File: config.mk
export PLATFORM = sky130hd
export DESIGN_NAME = bus_width_adapter
export DESIGN_NICKNAME = d
export VERILOG_FILES = /design/src/rtl/bwa_pkg.sv /design/src/rtl/bwa_sub_cnt.sv /design/src/rtl/bwa_unpack.sv /design/src/rtl/bwa_pack.sv /design/src/rtl/bus_width_adapter.sv
export SDC_FILE = /design/constraint.sdc
export NUM_CORES = 1
export LEC_CHECK = 0
export BUFFER_PORTS_ARGS = -buffer_cell sky130_fd_sc_hd__buf_2
export CORE_ASPECT_RATIO = 0.5
export CORE_MARGIN = 4
export CORE_UTILIZATION = 57
export DETAILED_ROUTE_END_ITERATION = 12
export PLACE_DENSITY_LB_ADDON = 0.05
export SYNTH_ARGS = -nofsm -noshare
export SYNTH_HDL_FRONTEND = slang
export SYNTH_SLANG_ARGS = --single-unit
File: constraint.sdc
create_clock -name clk -period 6.13 [get_ports clk]
set_input_delay 1.226 -clock clk [delete_from_list [all_inputs] [get_ports clk]]
set_output_delay 1.226 -clock clk [all_outputs]
set_load 0.02 [all_outputs]
File: src/rtl/bwa_pkg.sv
package bwa_pkg;

   typedef enum logic [1:0] {
      BWA_LONG = 2'd0,
      BWA_WORD = 2'd1,
      BWA_BYTE = 2'd2
   } bwa_size_e;

   typedef struct packed {
      bwa_size_e size;
      logic      msb_first;
   } bwa_cfg_t;

   function automatic bwa_size_e bwa_decode(input logic narrow, input logic byte_sel);
      if (!narrow)  return BWA_LONG;
      if (byte_sel) return BWA_BYTE;
      return BWA_WORD;
   endfunction

   function automatic logic [1:0] bwa_last(input bwa_size_e size);
      case (size)
         BWA_WORD: return 2'd1;
         BWA_BYTE: return 2'd3;
         default:  return 2'd0;
      endcase
   endfunction

   function automatic logic [1:0] bwa_lane(input logic [1:0] idx, input logic [1:0] last,
                                           input logic msb_first);
      return msb_first ? (last - idx) : idx;
   endfunction

endpackage

File: src/rtl/bwa_sub_cnt.sv
module bwa_sub_cnt #(
   parameter int CNT_W = 2
) (
   input  logic             clk,
   input  logic             clr,
   input  logic             adv,
   input  logic [CNT_W-1:0] last_idx,
   output logic [CNT_W-1:0] cnt,
   output logic             is_last
);

   assign is_last = (cnt == last_idx);

   always_ff @(posedge clk) begin
      if (clr)          cnt <= '0;
      else if (adv)     cnt <= is_last ? '0 : cnt + 1'b1;
   end

   AST_CNT_IN_RANGE: assert property (@(posedge clk) disable iff (clr)
      1'b1 |-> (cnt <= last_idx));

endmodule

File: src/rtl/bwa_unpack.sv
module bwa_unpack
   import bwa_pkg::*;
#(
   parameter int LW_W = 36
) (
   input  logic [LW_W-1:0] lw,
   input  logic [1:0]      lane,
   input  bwa_size_e       size,
   output logic [LW_W-1:0] sub
);

   localparam int BW = LW_W / 4;
   localparam int WW = LW_W / 2;

   logic [BW-1:0] byte_l [4];
   logic [WW-1:0] word_l [2];

   for (genvar g = 0; g < 4; g++) begin : g_byte
      assign byte_l[g] = lw[g*BW +: BW];
   end
   for (genvar g = 0; g < 2; g++) begin : g_word
      assign word_l[g] = lw[g*WW +: WW];
   end

   always_comb begin
      case (size)
         BWA_WORD: sub = LW_W'(word_l[lane[0]]);
         BWA_BYTE: sub = LW_W'(byte_l[lane]);
         default:  sub = lw;
      endcase
   end

endmodule

File: src/rtl/bwa_pack.sv
module bwa_pack
   import bwa_pkg::*;
#(
   parameter int LW_W = 36
) (
   input  logic            clk,
   input  logic            clr,
   input  logic            adv,
   input  logic [LW_W-1:0] din,
   input  logic [1:0]      lane,
   input  bwa_size_e       size,
   output logic [LW_W-1:0] merged
);

   localparam int BW = LW_W / 4;
   localparam int WW = LW_W / 2;

   logic [LW_W-1:0] asm_q;

   always_comb begin
      merged = asm_q;
      case (size)
         BWA_WORD: merged[lane[0]*WW +: WW] = din[WW-1:0];
         BWA_BYTE: merged[lane*BW +: BW]    = din[BW-1:0];
         default:  merged = din;
      endcase
   end

   always_ff @(posedge clk) begin
      if (clr)      asm_q <= '0;
      else if (adv) asm_q <= merged;
   end

endmodule

File: src/rtl/bus_width_adapter.sv
module bus_width_adapter
   import bwa_pkg::*;
#(
   parameter int LW_W = 36
) (
   input  logic            clk,
   input  logic            mst_rst_n,
   input  logic            prt_rst_n,
   input  logic            cfg_narrow,
   input  logic            cfg_byte,
   input  logic            cfg_msb_first,
   input  logic            port_cs_n,
   input  logic            port_en,
   input  logic            port_rd,
   input  logic [LW_W-1:0] port_din,
   output logic [LW_W-1:0] port_dout,
   output logic            port_oe,
   input  logic [LW_W-1:0] rd_lw_data,
   input  logic            rd_lw_valid,
   output logic            rd_lw_ready,
   output logic [LW_W-1:0] wr_lw_data,
   output logic            wr_lw_valid,
   input  logic            wr_lw_ready
);

   localparam int CNT_W = 2;

   if (LW_W < 4 || (LW_W % 4) != 0) begin : g_bad_width
      $error("bus_width_adapter: LW_W must be a positive multiple of 4");
   end

   bwa_cfg_t         cfg_q;
   logic             clr;
   logic [CNT_W-1:0] last_idx;
   logic             xfer_ok;
   logic             rd_xfer, wr_xfer;
   logic [CNT_W-1:0] rd_cnt, wr_cnt;
   logic             rd_last, wr_last;
   logic [1:0]       rd_lane, wr_lane;
   logic [LW_W-1:0]  rd_sub;
   logic [LW_W-1:0]  dout_q;

   always_ff @(posedge clk) begin
      if (!mst_rst_n) begin
         cfg_q.size      <= bwa_decode(cfg_narrow, cfg_byte);
         cfg_q.msb_first <= cfg_msb_first;
      end
   end

   assign clr      = !mst_rst_n || !prt_rst_n;
   assign last_idx = bwa_last(cfg_q.size);
   assign xfer_ok  = !port_cs_n && port_en && !clr;
   assign rd_xfer  = xfer_ok &&  port_rd && rd_lw_valid;
   assign wr_xfer  = xfer_ok && !port_rd && wr_lw_ready;

   bwa_sub_cnt #(.CNT_W(CNT_W)) i_rd_cnt (
      .clk(clk), .clr(clr), .adv(rd_xfer), .last_idx(last_idx),
      .cnt(rd_cnt), .is_last(rd_last));

   bwa_sub_cnt #(.CNT_W(CNT_W)) i_wr_cnt (
      .clk(clk), .clr(clr), .adv(wr_xfer), .last_idx(last_idx),
      .cnt(wr_cnt), .is_last(wr_last));

   assign rd_lane = bwa_lane(rd_cnt, last_idx, cfg_q.msb_first);
   assign wr_lane = bwa_lane(wr_cnt, last_idx, cfg_q.msb_first);

   bwa_unpack #(.LW_W(LW_W)) i_unpack (
      .lw(rd_lw_data), .lane(rd_lane), .size(cfg_q.size), .sub(rd_sub));

   bwa_pack #(.LW_W(LW_W)) i_pack (
      .clk(clk), .clr(clr), .adv(wr_xfer), .din(port_din),
      .lane(wr_lane), .size(cfg_q.size), .merged(wr_lw_data));

   always_ff @(posedge clk) begin
      if (clr)          dout_q <= '0;
      else if (rd_xfer) dout_q <= rd_sub;
   end

   assign port_dout   = dout_q;
   assign port_oe     = !port_cs_n && port_rd;
   assign rd_lw_ready = rd_xfer && rd_last;
   assign wr_lw_valid = wr_xfer && wr_last;

   AST_POP_SPACING: assert property (@(posedge clk) disable iff (clr)
      (rd_lw_ready && cfg_q.size != BWA_LONG) |=> !rd_lw_ready);

   AST_PUSH_SPACING: assert property (@(posedge clk) disable iff (clr)
      (wr_lw_valid && cfg_q.size != BWA_LONG) |=> !wr_lw_valid);

   AST_HOLD_IDLE: assert property (@(posedge clk) disable iff (clr)
      !rd_xfer |=> $stable(port_dout));

   AST_CFG_KEEP: assert property (@(posedge clk) disable iff (!mst_rst_n)
      $past(mst_rst_n) |-> $stable(cfg_q));

   AST_PRS_CLEARS: assert property (@(posedge clk) disable iff (!mst_rst_n)
      !prt_rst_n |=> (port_dout == '0));

endmodule

; ---- After elaboration in Yosys (flattened, before gate mapping)
; Cells that the tools add are included.
[op_classes]
n_addsub = 6
n_shift = 4
n_mul = 2
mux = 24
n_reduce_logical = 15
eq_ne = 4
n_lt_le_gt_ge = 2
bitwise = 2
[op_table]
columns = cell, n
row1 = 36-bit one-hot mux with 2 select lines, 2
row2 = 36-bit bitwise mux, 2
row3 = 6-bit negation with 34-bit output, 2
row4 = 18-bit two-way mux, 3
row5 = "18-bit by 34-bit variable shift with 36-bit output, first input constant", 1
row6 = "9-bit by 34-bit variable shift with 36-bit output, first input constant", 1
row7 = 18-bit by 34-bit indexed part select with 36-bit output, 1
row8 = 9-bit by 34-bit indexed part select with 36-bit output, 1
row9 = 9-bit binary-select mux with 2-bit select, 1
row10 = 9-bit two-way mux, 2
row11 = 2-bit two-way mux, 8
row12 = 1-bit logical AND, 9
row13 = "2-bit by 4-bit multiplier with 6-bit output, second input constant", 1
row14 = 1-bit zero test, 5
row15 = "1-bit by 4-bit multiplier with 5-bit output, second input constant", 1
row16 = 1-bit two-way mux, 5
row17 = "2-bit by 1-bit adder with 2-bit output, second input constant", 2
row18 = 2-bit equality test, 2
row19 = 2-bit one-hot mux with 2 select lines, 1
row20 = 2-bit subtractor, 2
row21 = "3-bit >= comparator, second input constant", 1
row22 = 2-bit NOT with 3-bit output, 1
row23 = "2-bit by 1-bit equality test with 1-bit output, second input constant", 1
row24 = "2-bit equality test, second input constant", 1
row25 = 3 further kinds, 3
[totals]
wordCells = 65
output_inout_bits = 75
register_bits = 79

; ---- Longest topological paths before layout
[logic_depth]
word_depth = 9
depth_mapped = 14
ltp_nobuf = 12

; ---- By module
; From an unflattened synthesis, not the netlist that was laid out.
[unflattened]
hier_cells = 631
area_unflattened_um2 = 5600.4
[modules_own_cells]
columns = module, area_per_inst_um2, seq_area_each_um2, cells_each, instances
row1 = bwa_pack, 3123.0, 720.7, 382, 1
row2 = bus_width_adapter, 1403.8, 810.8, 110, 1
row3 = bwa_unpack, 840.8, 0.0, 111, 1
row4 = bwa_sub_cnt, 116.4, 40.0, 14, 2

; ---- Worst setup path after synthesis
; No wires, ideal clock.
[synth_timing]
kind = flip-flop to output port
startpoint = register cfg_q[1] (netlist name)
endpoint = output wr_lw_data[27]
n_path_buf = 0
stages_incl_launch_ff = 12
slack_ps = 2230
arrival_time_ps = 2674
cell_sequence = edfxtp_1 inv_1 ha_1 ha_1 nand2_2 nand2_2 ha_1 inv_1 nand2_1 nor2_1 nand2_1 a31oi_1
[synth_between]
elab_chain_cells = 9
elab_cells_between_ends = 16
cone_classes = 3 x add/sub / 2 x mul / 2 x eq/ne / 4 x shift / 5 x mux
[synth_lines]
columns = element, line_no
row1 = 2-bit equality test or 2-bit by 1-bit equality test with 1-bit output (tied branches), "bwa_pkg.sv:21, bwa_pack.sv:22"
row2 = 2-bit one-hot mux with 2 select lines, bwa_pkg.sv:21  ; case (size)
row3 = 2-bit subtractor, bwa_pkg.sv:30  ; return msb_first ? (last - idx) : idx;
row4 = 2-bit two-way mux, bwa_pkg.sv:30
row5 = 1-bit by 4-bit multiplier with 5-bit output or 2-bit by 4-bit multiplier with 6-bit output (tied branches), "bwa_pack.sv:23, bwa_pack.sv:24"
row6 = "6-bit negation with 34-bit output, on equally long branches", "bwa_pack.sv:23, bwa_pack.sv:24"
row7 = "18-bit by 34-bit indexed part select with 36-bit output, or another cell as far along", bwa_pack.sv:23  ; BWA_WORD: merged[lane[0]*WW +: WW] = din[WW-1:0];
row8 = "36-bit bitwise mux, on equally long branches", "bwa_pack.sv:23, bwa_pack.sv:24"
row9 = 36-bit one-hot mux with 2 select lines (*), bwa_pack.sv:22  ; case (size)
row10 = "end, declared", bus_width_adapter.sv:21  ; output logic [LW_W-1:0] wr_lw_data,
; Every way passes the cells marked *; elsewhere a longest branch is shown, timed or not.

; ---- Worst setup path after layout
[layout_timing]
startpoint = register cfg_q[1] (netlist name)
endpoint = output wr_lw_data[16]
[layout_between]
elab_chain_cells = 9
elab_cells_between_ends = 16
cone_classes = 3 x add/sub / 2 x mul / 2 x eq/ne / 4 x shift / 5 x mux
[layout_lines]
columns = element, line_no
row1 = 2-bit equality test or 2-bit by 1-bit equality test with 1-bit output (tied branches), "bwa_pkg.sv:21, bwa_pack.sv:22"
row2 = 2-bit one-hot mux with 2 select lines, bwa_pkg.sv:21
row3 = 2-bit subtractor, bwa_pkg.sv:30
row4 = 2-bit two-way mux, bwa_pkg.sv:30
row5 = 1-bit by 4-bit multiplier with 5-bit output or 2-bit by 4-bit multiplier with 6-bit output (tied branches), "bwa_pack.sv:23, bwa_pack.sv:24"
row6 = "6-bit negation with 34-bit output, on equally long branches", "bwa_pack.sv:23, bwa_pack.sv:24"
row7 = "18-bit by 34-bit indexed part select with 36-bit output, or another cell as far along", bwa_pack.sv:23
row8 = "36-bit bitwise mux, on equally long branches", "bwa_pack.sv:23, bwa_pack.sv:24"
row9 = 36-bit one-hot mux with 2 select lines (*), bwa_pack.sv:22
; Marks and branches as above.

==> impl_metrics.csv <==
group,metric,value,unit
yosys,postSynthCellCount,677,
timing,final.setup.tns,0,ns
worst_hold_path,hold_class,"flop to flop",
clock_tree,numCtsBuffers,9,
timing,period_minus_slack,4.76,ns
power_and_ir_drop,power_density,238,mW/mm2
layout,utilization,70.8,%
timing,worst_slew_pin_slew,0.943,ns
power_and_ir_drop,p_sw_share,32.3,%
layout,multi_input_area,0.00331,mm2
floorplan,die_w,143,um
grt,grt.overflow.total,0,
worst_setup_path,required,4.90,ns
worst_setup_path,r2r_slack,2.65,ns
detailed_routing,wl,16800,um
grt,grt_start_max_net_pins,80,
floorplan,row_count,24,
yosys,async_flop_share,0,%
clock_tree,clkSinkCount,79,
timing,slew_headroom,36.8,%
layout,antenna_cells,0,
clock_tree,post_cts_buffers,0,
place,gp_congestion,0.892,
worst_setup_path,startpoint_type,"flop",
clock_tree,htree_levels,3,
detailed_routing,drc_errors,0,
yosys,yosysSeqAreaShare,30.8,%
timing,fin_crit_sh,77.7,%
floorplan,die_height,75.7,um
power_and_ir_drop,p_seq_share,35.4,%
layout,final_common_cell,"buf_2",
grt,grt_pass1_wl,25600,um
detailed_routing,wire_per_inst,18.3,um
power_and_ir_drop,switchingPower,0.481,mW
layout,drive_above_1_share,25.4,%
power_and_ir_drop,leakage,2.62,nW
detailed_routing,drtIter0Drc,747,
power_and_ir_drop,pwr-share-comb,26.0,%
worst_setup_path,cp_max_fo,79,
worst_setup_path,cp-end-kind,"primary output",
floorplan,num_io_pins,158,
clock_tree,clk_pin_slew,0.06,ns
worst_setup_path,critPathKind,"flop to primary output",
timing,hold_viol_final,0,
clock_tree,ctsHoldBuffers,0,
timing,slew_violations,0,
layout,seq_area,0.00161,mm2
grt,grt_util_all_layers,29.6,%
layout,synthToLayoutAreaGrowth,19.5,%
yosys,yosysWarnings,0,
floorplan,dieArea,0.0109,mm2
place,hpwl,11300,um
place,port_buffers,157,
timing,rsz0062_at_grt,"false",
yosys,avgSynthCellArea,7.73,um2
power_and_ir_drop,clkPwrFrac,38.6,%
floorplan,design.core.area,0.00883,mm2
detailed_routing,firstDrtPassIters,5,
timing,fin_skew,0.00637,ns
grt,grt_pass1_vias,5000,
yosys,synth_cell_types,57,
floorplan,start_util,59.3,%
detailed_routing,ant_nets,0,
yosys,synthesis.nets,766,
timing,max_freq,210,MHz
yosys,ys.flop_type,"dfxtp_1",
timing,finalSetupViolations,0,
power_and_ir_drop,ir_worst_vdd,182,uV
run,maxCapViolCount,0,
detailed_routing,vias_per_cell,6.39,
yosys,synth_edf_count,3,
power_and_ir_drop,p_int,1.01,mW
worst_setup_path,arrival,3.54,ns
yosys,ys_ff_latch,79,
clock_tree,clock_latency,0.34,ns
layout,fin_nets,884,
clock_tree,cts_root_buf,"clkbuf_16",
detailed_routing,vias,5855,
clock_tree,post_cts_resized,0,
layout,n_fill_cell,755,
grt,grt_antenna_before_repair,0,
clock_tree,ctsLongestPathBuffers,2,
clock_tree,cts_tree,"yes",
layout,final_cell_mix,"buf_2, o21ai_0, dfxtp_1",
run_status,status,"complete, no violations",
yosys,synth_area,0.00523,mm2
==> registers in the layout (all words and copies together) (netlist names) <==
name / count
i_wr_cnt.cnt: 2
i_rd_cnt.cnt: 2
port_dout: 36
i_pack.asm_q: 36
cfg_q: 3
==> per-stage QoR <==
stage	total power, mW	std cells	cell area, um2	hold slack (ns)	setup slack, ns
floorplan	0.800	677	5230	0.424	2.23
finish	1.49	916	6250	0.450	1.37
CTS	1.48	916	6250	0.454	1.44
global placement	0.913	901	5940	0.433	1.82
global route	1.55	916	6250	0.467	1.20
detailed placement	0.917	901	5940	0.440	1.80
==> layer usage <==
| layer | track usage, % | vias to the layer above | part of all wire [%] |
|---|---|---|---|
| met1 | 41.3 | 2716 | 43 |
| met4 | 8.46 | 0 | 1.6 |
| met5 | 0 | - | 0 |
| li1 | - | 2781 | - |
| met2 | 45.6 | 327 | 43 |
| met3 | 7.90 | 31 | 12 |
==> worst max-delay path: stages (launching register included) <==
cell and delay, ns:
edfxtp_1 0.39, inv_1 0.07, ha_2 0.27, buf_4 0.38, inv_1 0.74, nand4_1 0.15, nor2_1 0.59, a22o_1 0.30
a21o_1 0.12, buf_2 0.16
==> cells by family after synthesis <==
group	share of synthesized area (%)
simple gates	23.2
compound gates	37.3
flops	30.8
xor+xnor	1.29
fa+ha+maj	1.44
buf+inv	5.88
==> power groups by stage <==
stage          sequential, mW  combinational (mW)  clock, mW
3_3_place_gp            0.538               0.375          0
6_report                0.527               0.387      0.574
5_1_grt                 0.527               0.419      0.601
2_1_floorplan           0.536               0.264          0
3_5_place_dp            0.538               0.379          0
4_1_cts                 0.527               0.382      0.577
==> Yosys cell counts (7+ instances only) <==
cell type / n / area (um2)
nand3_1: 40 / 200
a32oi_1: 10 / 87.6
o2bb2ai_1: 9 / 78.8
a211oi_1: 16 / 120
or3b_1: 7 / 61.3
nand2_1: 65 / 244
buf_2: 11 / 55.1
a21oi_1: 62 / 310
nor3b_1: 9 / 67.6
clkbuf_1: 33 / 124
inv_1: 10 / 37.5
o21ai_0: 76 / 380
o22ai_1: 7 / 43.8
nand2b_1: 25 / 156
o311ai_0: 9 / 78.8
a21o_1: 12 / 90.1
a22o_1: 37 / 324
nor3_1: 8 / 40.0
a211o_1: 9 / 78.8
and2_1: 15 / 93.8
or3_1: 7 / 43.8
and3_1: 13 / 81.3
nor2_1: 20 / 75.1
dfxtp_1: 76 / 1520
a31oi_1: 13 / 81.3
a22oi_1: 7 / 52.6
==> cell type report <==
class                      instances  share of cell area [%]
inverter                          12                   0.720
tap                              117                    2.34
timing repair buffer             162                    13.2
clock inverter                     5                    1.32
sequential                        79                    25.8
clock buffer                      10                    3.66
multi-input combinational        531                    53.0
==> final timing paths <==
| kind | cells past startpoint | to | startpoint |
|---|---|---|---|
| max | 9 | wr_lw_data[16] | cfg_q[1] |
| min | 2 | port_dout[12] | port_dout[12] |
| max reg2reg | 8 | port_dout[11] | cfg_q[2] |
| min reg2reg | 2 | port_dout[12] | port_dout[12] |
(Power assumes the default switching activity.)
